### src/rtl/rpn_pkg.sv
package rpn_pkg;
  typedef enum logic [1:0] {
    TK_OPND = 2'd0,
    TK_BIN  = 2'd1,
    TK_UN   = 2'd2,
    TK_END  = 2'd3
  } tok_kind_e;

  localparam logic [2:0] OP_ADD = 3'd0;
  localparam logic [2:0] OP_SUB = 3'd1;
  localparam logic [2:0] OP_MUL = 3'd2;
  localparam logic [2:0] OP_DIV = 3'd3;
  localparam logic [2:0] OP_NEG = 3'd0;
  localparam logic [2:0] OP_ABS = 3'd1;

  typedef enum logic [2:0] {
    SC_NONE,
    SC_PUSH,
    SC_REPL,
    SC_POP2,
    SC_CLEAR
  } stk_cmd_e;
endpackage

### src/rtl/rpn_stack.sv
module rpn_stack
  import rpn_pkg::*;
#(
  parameter int W     = 16,
  parameter int DEPTH = 8,
  localparam int PTR_W = $clog2(DEPTH + 1),
  localparam int IDX_W = (DEPTH > 1) ? $clog2(DEPTH) : 1
) (
  input  logic             clk_i,
  input  logic             rst_ni,
  input  stk_cmd_e         cmd_i,
  input  logic [W-1:0]     wval_i,
  output logic [W-1:0]     top_o,
  output logic [W-1:0]     next_o,
  output logic [PTR_W-1:0] depth_o
);
  logic [W-1:0]     mem_q [DEPTH];
  logic [PTR_W-1:0] depth_q;
  logic [PTR_W-1:0] d_m1, d_m2;

  assign d_m1    = depth_q - PTR_W'(1);
  assign d_m2    = depth_q - PTR_W'(2);
  assign top_o   = (depth_q != '0) ? mem_q[d_m1[IDX_W-1:0]] : '0;
  assign next_o  = (depth_q > PTR_W'(1)) ? mem_q[d_m2[IDX_W-1:0]] : '0;
  assign depth_o = depth_q;

  always_ff @(posedge clk_i or negedge rst_ni) begin
    if (!rst_ni) begin
      depth_q <= '0;
      for (int i = 0; i < DEPTH; i++) mem_q[i] <= '0;
    end else begin
      unique case (cmd_i)
        SC_PUSH: begin
          mem_q[depth_q[IDX_W-1:0]] <= wval_i;
          depth_q <= depth_q + PTR_W'(1);
        end
        SC_REPL: mem_q[d_m1[IDX_W-1:0]] <= wval_i;
        SC_POP2: begin
          mem_q[d_m2[IDX_W-1:0]] <= wval_i;
          depth_q <= d_m1;
        end
        SC_CLEAR: depth_q <= '0;
        default: ;
      endcase
    end
  end

  p_depth_bound_r8: assert property (@(posedge clk_i) disable iff (!rst_ni)
    depth_q <= PTR_W'(DEPTH));
  p_push_room_r8: assert property (@(posedge clk_i) disable iff (!rst_ni)
    cmd_i == SC_PUSH |-> depth_q < PTR_W'(DEPTH));
  p_pop_two_r7: assert property (@(posedge clk_i) disable iff (!rst_ni)
    cmd_i == SC_POP2 |-> depth_q >= PTR_W'(2));
  p_repl_one_r7: assert property (@(posedge clk_i) disable iff (!rst_ni)
    cmd_i == SC_REPL |-> depth_q >= PTR_W'(1));
endmodule

### src/rtl/rpn_alu.sv
module rpn_alu
  import rpn_pkg::*;
#(
  parameter int W = 16
) (
  input  logic         unary_i,
  input  logic [2:0]   op_i,
  input  logic [W-1:0] lhs_i,
  input  logic [W-1:0] rhs_i,
  output logic [W-1:0] res_o,
  output logic         ok_o,
  output logic         is_div_o
);
  always_comb begin
    res_o    = '0;
    ok_o     = 1'b1;
    is_div_o = 1'b0;
    if (unary_i) begin
      unique case (op_i)
        OP_NEG:  res_o = -rhs_i;
        OP_ABS:  res_o = rhs_i[W-1] ? -rhs_i : rhs_i;
        default: ok_o = 1'b0;
      endcase
    end else begin
      unique case (op_i)
        OP_ADD:  res_o = lhs_i + rhs_i;
        OP_SUB:  res_o = lhs_i - rhs_i;
        OP_MUL:  res_o = lhs_i * rhs_i;
        OP_DIV:  is_div_o = 1'b1;
        default: ok_o = 1'b0;
      endcase
    end
  end
endmodule

### src/rtl/rpn_div.sv
module rpn_div #(
  parameter int W = 16,
  localparam int CNT_W = $clog2(W)
) (
  input  logic         clk_i,
  input  logic         rst_ni,
  input  logic         start_i,
  input  logic [W-1:0] dividend_i,
  input  logic [W-1:0] divisor_i,
  output logic         busy_o,
  output logic         done_o,
  output logic [W-1:0] quot_o
);
  logic [W-1:0]     rem_q, quo_q, dvs_q;
  logic             neg_q, busy_q, done_q;
  logic [CNT_W-1:0] cnt_q;
  logic [W:0]       shl;
  logic [W+1:0]     diff;
  logic [W-1:0]     a_mag, b_mag;

  assign a_mag  = dividend_i[W-1] ? -dividend_i : dividend_i;
  assign b_mag  = divisor_i[W-1] ? -divisor_i : divisor_i;
  assign shl    = {rem_q, quo_q[W-1]};
  assign diff   = {1'b0, shl} - {2'b0, dvs_q};
  assign busy_o = busy_q;
  assign done_o = done_q;
  assign quot_o = neg_q ? -quo_q : quo_q;

  always_ff @(posedge clk_i or negedge rst_ni) begin
    if (!rst_ni) begin
      rem_q  <= '0;
      quo_q  <= '0;
      dvs_q  <= '0;
      neg_q  <= 1'b0;
      busy_q <= 1'b0;
      done_q <= 1'b0;
      cnt_q  <= '0;
    end else begin
      done_q <= 1'b0;
      if (start_i) begin
        rem_q  <= '0;
        quo_q  <= a_mag;
        dvs_q  <= b_mag;
        neg_q  <= dividend_i[W-1] ^ divisor_i[W-1];
        cnt_q  <= '0;
        busy_q <= 1'b1;
      end else if (busy_q) begin
        if (!diff[W+1]) begin
          rem_q <= diff[W-1:0];
          quo_q <= {quo_q[W-2:0], 1'b1};
        end else begin
          rem_q <= shl[W-1:0];
          quo_q <= {quo_q[W-2:0], 1'b0};
        end
        cnt_q <= cnt_q + CNT_W'(1);
        if (cnt_q == CNT_W'(W - 1)) begin
          busy_q <= 1'b0;
          done_q <= 1'b1;
        end
      end
    end
  end

  p_done_pulse_r5: assert property (@(posedge clk_i) disable iff (!rst_ni)
    done_q |=> !done_q);
  p_start_idle_r5: assert property (@(posedge clk_i) disable iff (!rst_ni)
    start_i |-> !busy_q && !done_q);
  p_done_after_busy_r5: assert property (@(posedge clk_i) disable iff (!rst_ni)
    $rose(done_q) |-> $past(busy_q));
endmodule

### src/rtl/rpn_eval.sv
module rpn_eval
  import rpn_pkg::*;
#(
  parameter int DATA_W = 16,
  parameter int DEPTH  = 8,
  localparam int PTR_W = $clog2(DEPTH + 1)
) (
  input  logic              clk_i,
  input  logic              rst_ni,
  input  logic              tok_valid_i,
  output logic              tok_ready_o,
  input  logic [1:0]        tok_kind_i,
  input  logic [2:0]        tok_op_i,
  input  logic [DATA_W-1:0] tok_data_i,
  output logic              res_valid_o,
  output logic [DATA_W-1:0] res_data_o,
  output logic              err_o
);
  tok_kind_e         kind;
  stk_cmd_e          cmd;
  logic [DATA_W-1:0] wval, top, nxt, alu_res, div_q;
  logic [PTR_W-1:0]  depth;
  logic              accept, alu_ok, is_div;
  logic              div_start, div_busy, div_done;
  logic              err_d, res_d;
  logic              res_valid_q, err_q;
  logic [DATA_W-1:0] res_data_q;

  assign kind        = tok_kind_e'(tok_kind_i);
  assign tok_ready_o = !(div_busy || div_done);
  assign accept      = tok_valid_i && tok_ready_o;

  rpn_stack #(.W(DATA_W), .DEPTH(DEPTH)) i_stack (
    .clk_i, .rst_ni,
    .cmd_i(cmd), .wval_i(wval),
    .top_o(top), .next_o(nxt), .depth_o(depth)
  );

  rpn_alu #(.W(DATA_W)) i_alu (
    .unary_i(kind == TK_UN), .op_i(tok_op_i),
    .lhs_i(nxt), .rhs_i(top),
    .res_o(alu_res), .ok_o(alu_ok), .is_div_o(is_div)
  );

  rpn_div #(.W(DATA_W)) i_div (
    .clk_i, .rst_ni,
    .start_i(div_start), .dividend_i(nxt), .divisor_i(top),
    .busy_o(div_busy), .done_o(div_done), .quot_o(div_q)
  );

  always_comb begin
    cmd       = SC_NONE;
    wval      = '0;
    div_start = 1'b0;
    err_d     = 1'b0;
    res_d     = 1'b0;
    if (div_done) begin
      cmd  = SC_POP2;
      wval = div_q;
    end else if (accept) begin
      unique case (kind)
        TK_OPND:
          if (depth == PTR_W'(DEPTH)) err_d = 1'b1;
          else begin
            cmd  = SC_PUSH;
            wval = tok_data_i;
          end
        TK_BIN:
          if (depth < PTR_W'(2) || !alu_ok) err_d = 1'b1;
          else if (is_div) begin
            if (top == '0) err_d = 1'b1;
            else div_start = 1'b1;
          end else begin
            cmd  = SC_POP2;
            wval = alu_res;
          end
        TK_UN:
          if (depth == '0 || !alu_ok) err_d = 1'b1;
          else begin
            cmd  = SC_REPL;
            wval = alu_res;
          end
        TK_END:
          if (depth != PTR_W'(1)) err_d = 1'b1;
          else begin
            res_d = 1'b1;
            cmd   = SC_CLEAR;
          end
        default: ;
      endcase
    end
    if (err_d) cmd = SC_CLEAR;
  end

  always_ff @(posedge clk_i or negedge rst_ni) begin
    if (!rst_ni) begin
      res_valid_q <= 1'b0;
      err_q       <= 1'b0;
      res_data_q  <= '0;
    end else begin
      res_valid_q <= res_d;
      err_q       <= err_d;
      if (res_d) res_data_q <= top;
    end
  end

  assign res_valid_o = res_valid_q;
  assign err_o       = err_q;
  assign res_data_o  = res_data_q;

  p_res_err_excl_r10: assert property (@(posedge clk_i) disable iff (!rst_ni)
    !(res_valid_o && err_o));
  p_clear_after_out_r10: assert property (@(posedge clk_i) disable iff (!rst_ni)
    (res_valid_o || err_o) |-> depth == '0);
  p_div_nonzero_r6: assert property (@(posedge clk_i) disable iff (!rst_ni)
    div_start |-> top != '0);
  p_hold_during_div_r5: assert property (@(posedge clk_i) disable iff (!rst_ni)
    div_start |=> !tok_ready_o);
  p_res_from_end_r1: assert property (@(posedge clk_i) disable iff (!rst_ni)
    res_valid_o |-> $past(tok_valid_i) && $past(tok_kind_i) == 2'd3);
endmodule

### config.mk
export PLATFORM = sky130hd
export DESIGN_NAME = rpn_eval
export DESIGN_NICKNAME = d
export VERILOG_FILES = /design/src/rtl/rpn_pkg.sv /design/src/rtl/rpn_stack.sv /design/src/rtl/rpn_alu.sv /design/src/rtl/rpn_div.sv /design/src/rtl/rpn_eval.sv
export SDC_FILE = /design/constraint.sdc
export NUM_CORES = 1
export LEC_CHECK = 0
export CAP_MARGIN = 25
export CELL_PAD_IN_SITES_DETAIL_PLACEMENT = 1
export CELL_PAD_IN_SITES_GLOBAL_PLACEMENT = 1
export CORE_MARGIN = 2
export CORE_UTILIZATION = 49
export CTS_CLUSTER_SIZE = 30
export DETAILED_ROUTE_END_ITERATION = 10
export GPL_TIMING_DRIVEN = 0
export HOLD_SLACK_MARGIN = 0.15
export PLACE_DENSITY = 0.84
export SLEW_MARGIN = 10
export SYNTH_ARGS = -nofsm -noshare
export SYNTH_HDL_FRONTEND = slang
export SYNTH_SLANG_ARGS = --single-unit
### constraint.sdc
create_clock -name clk_i -period 9.6 [get_ports clk_i]
set_input_delay 0.96 -clock clk_i [delete_from_list [all_inputs] [get_ports clk_i]]
set_output_delay 0.96 -clock clk_i [all_outputs]
set_load 0.02 [all_outputs]
==> reports/qor.log <==
[outcome] outcome finished clean
[sta] final clock skew 0.03095 ns
[clocking] CTS H-Tree Depth 1
[layout] area added between synthesis and finish 12.74%
[routing] uppermost metal layer occupied by signal nets met4
[synthesis] post-synthesis mux area share 10.39%
[critical_path] Arr. time, crit path 9.91 ns
[synthesis] adder-cell share of the synthesized area 13.95%
[place] Placed Cells 3019
[sta] Worst-Margin Slew 1.199 ns
[layout] commonest non-fill, non-tap cell in the layout sky130_fd_sc_hd__nand2_1
[synthesis] Synth Area in XOR/XNOR 5.331%
[floorplanning] core area 40650 sq um
[clocking] number of clock sinks seen by CTS 205
[critical_path] required time of the critical path 10.07 ns
[synthesis] register bit total from synthesis 205
[floorplanning] initial core utilization 49.49%
[routing] Post-route DRC 0
[layout] Final Instance Count excl. Fillers 3078
[sta] number of endpoints failing setup at the final stage 0
[critical_path] CP Buf/Inv Count 5
[synthesis] post-synthesis cell type with the largest combined area sky130_fd_sc_hd__dfrtp_1
[synthesis] gate count of the mapped netlist 2433
[synthesis] synthesized net count 2632
[floorplanning] Chip Width 206.6 microns
[global_route] global-route wire length before repair 144.4 mm
[power] leakage component of the power 9.635 nW
[critical_path] Slowest cell on crit path sky130_fd_sc_hd__fa_1
[clocking] Inserted Clock Buffers 26
[synthesis] post-synth design cell area 20110 sq um
[routing] DR WL met2 45.03 mm
[critical_path] stage delay of the slowest cell on the critical path 0.61 ns
[synthesis] EDFF count, synth 0
[layout] final net count 2724
[synthesis] share of the synthesized area in compound gates (AO/OA/AOI/OAI) 21.88%
[critical_path] crit path launch type register
[critical_path] reg2reg path depth 30
[global_route] vias in the first global route 22140
[power] maximum ir drop on the vdd rail 149.9 uV
[routing] number of antenna-violating nets in the routed design 0
[routing] number of vias in the routed layout 21350
[sta] final worst slack 0.1597 ns
[place] DP HPWL 75.66 mm
[place] placer's final routability congestion estimate 1.033
[clocking] clock slew at the register clock pins of the worst setup and hold paths 0.06 ns
[routing] met3 WL 9.018 mm
[layout] most frequent cells in the layout sky130_fd_sc_hd__nand2_1 (342), sky130_fd_sc_hd__nor2_1 (210), sky130_fd_sc_hd__a21oi_1 (210), sky130_fd_sc_hd__dfrtp_1 (205), sky130_fd_sc_hd__o21ai_0 (196)
[routing] post-detailed-route wirelength per cell 32.26 microns
[sta] final count of pins violating max slew 0
[critical_path] sort of element at the end of the critical path register
[global_route] total global routing track utilization 46.36%
[clocking] clock tree from TritonCTS yes
[floorplanning] total I/O pin count 43
[synthesis] post-synth top area share 25.50%
[critical_path] logic depth of the worst path, buffers included 30
[sta] final worst path period need 9.440 ns
[routing] 1st-pass router iterations 8
[clocking] clock insertion delay at the later pin of the skew report 0.60 ns
[clocking] largest buffer count on any clock path 3
[layout] flip-flop and latch area 5130 sq um
[critical_path] dominant cell type by count on the critical path sky130_fd_sc_hd__fa_1
[floorplanning] number of rows in the core area 74
[run] count of maximum capacitance violations 0
[synthesis] Post-Synth Simple-Gate Area 16.23%
[critical_path] Critical Path Fanout Max 10
[synthesis] cell types occupying the most area after synthesis sky130_fd_sc_hd__dfrtp_1 (26%), sky130_fd_sc_hd__fa_1 (8.2%), sky130_fd_sc_hd__nand2_1 (6.4%), sky130_fd_sc_hd__mux4_2 (6.0%), sky130_fd_sc_hd__ha_1 (5.8%)
[critical_path] WS Path Type register to register
[power] total power per unit cell area 293.7 nW/um^2
[synthesis] average cell area after synthesis 8.267 sq um
[synthesis] predominant post-synthesis flop cell sky130_fd_sc_hd__dfrtp_1
[floorplanning] die footprint 42690 sq um
[routing] drt first-iter violations 2141
[place] minimum setup slack after placement -2.278 ns
[sta] worst relative slew slack 19.20%
[critical_path] setup slack on the worst flop-to-flop path 0.16 ns
[routing] detailed-route vias per instance 6.935
[sta] final hold violation count 0
[worst_hold_path] class of the worst hold path input port to asynchronous set/reset pin
[clocking] clk root buf sky130_fd_sc_hd__clkbuf_16
[synthesis] fraction of the yosys area taken by sequential cells 25.50%
[global_route] antenna violations before repair 2
[synthesis] unique cell type count in the Yosys netlist 83
[place] Buffers on Ports 40
[synthesis] synthesis warning total 0
[layout] fill cell count 4918
[critical_path] cell family with the largest share of critical-path delay adder cells
[layout] footprint of the multi-input gates 13860 sq um
[clocking] count of hold-fix buffers inserted at cts 0
[sta] fraction of the cycle the final worst path needs 98.34%
[routing] M1 WL 34.74 mm
[synthesis] largest family of logic cells by synthesized area compound AO/OA/AOI/OAI gates
[critical_path] RR Startpoint i_stack.depth_o[0]$_DFFE_PN0P_
[routing] sum of routed wire length over all layers 99.31 mm
[floorplanning] DIE HEIGHT 206.6 microns
[layout] proportion of layout cells with a drive suffix above 1 10.65%
[global_route] maximum number of pins on one net before global-route repair 90
[global_route] Overflow after GRT 0
[synthesis] share of flip-flops with an asynchronous set or reset after synthesis 100.0%
[sta] achievable clock frequency 0.1059 GHz
## per-layer routing
metal,global-route usage [%],vias to the layer above
li1,-,8756
met1,52.05,10640
met2,74.06,1390
met3,11.10,560
met4,40.38,0
met5,0,-
## area by class of cell
cell class	instances	area share [%]
flip-flops and latches	205	22.62
well taps	532	2.935
clock buffers	38	3.377
clock inverters	10	0.7890
repair buffers	72	3.029
multi-input cells	1888	61.13
diodes	1	0.01104
plain buffers	141	2.913
inverters	191	3.189
## stage by stage
step	utilization (%)	setup TNS [ns]	area, sq um	power [mW]	hold WS [ns]
after floorplan	-	0	20110	3.704	0.4498
after global placement	52.11	-379.48	21180	4.963	0.4601
after detailed placement	52.51	-107.42	21340	5.138	0.4759
after CTS	55.43	0	22530	6.385	0.2351
after global routing	55.78	-0.006225	22670	6.879	0.2471
final	55.79	0	22680	6.659	0.2276
## synth_stat cells, types with 30 or more instances
cell                         n
sky130_fd_sc_hd__ha_1       93
sky130_fd_sc_hd__o22ai_1    40
sky130_fd_sc_hd__dfrtp_1   205
sky130_fd_sc_hd__a21oi_1   211
sky130_fd_sc_hd__o31ai_1    30
sky130_fd_sc_hd__nor2_1    217
sky130_fd_sc_hd__xnor2_1    76
sky130_fd_sc_hd__fa_1       82
sky130_fd_sc_hd__inv_1     184
sky130_fd_sc_hd__mux2i_1    41
sky130_fd_sc_hd__o21ai_0   197
sky130_fd_sc_hd__xor2_1     35
sky130_fd_sc_hd__clkbuf_1  112
sky130_fd_sc_hd__nand3_1    33
sky130_fd_sc_hd__mux4_2     54
sky130_fd_sc_hd__nor3_1     32
sky130_fd_sc_hd__nand2_1   342
sky130_fd_sc_hd__mux2_2     40
## kinds of logic after synthesis
kind of cell,after synthesis
AOI/OAI and AO/OA,709
xor gates and xnor gates,116
muxes,136
DFF,205
adders and majority gates,175
buffers and inverters,340
and+or+nand+nor,752
## worst max-delay path by stage
stage,start,end,slack (ns)
after floorplan,i_stack.depth_o[1]$_DFFE_PN0P_,register,1.04
after global placement,i_stack.depth_o[1]$_DFFE_PN0P_,register,-2.08
after detailed placement,i_stack.depth_o[1]$_DFFE_PN0P_,register,-2.28
after CTS,i_stack.depth_o[1]$_DFFE_PN0P_,register,0.02
after global routing,i_stack.depth_o[0]$_DFFE_PN0P_,register,-0.006
final,i_stack.depth_o[0]$_DFFE_PN0P_,register,0.16
## power breakdown
part	switching (mW)	internal [mW]
Sequential	0.377	1.12
Combinational	2.64	1.41
Clock	0.447	0.662
## what timing repair did
| action | 4_1_cts | 5_1_grt |
|---|---|---|
| resized for setup | 50 | 19 |
| setup endpoints to repair | 82 | 48 |
| pin swaps | 5 | 5 |
| buffers inserted | 8 | 7 |
No activity file was read; power rests on OpenSTA's default activity.
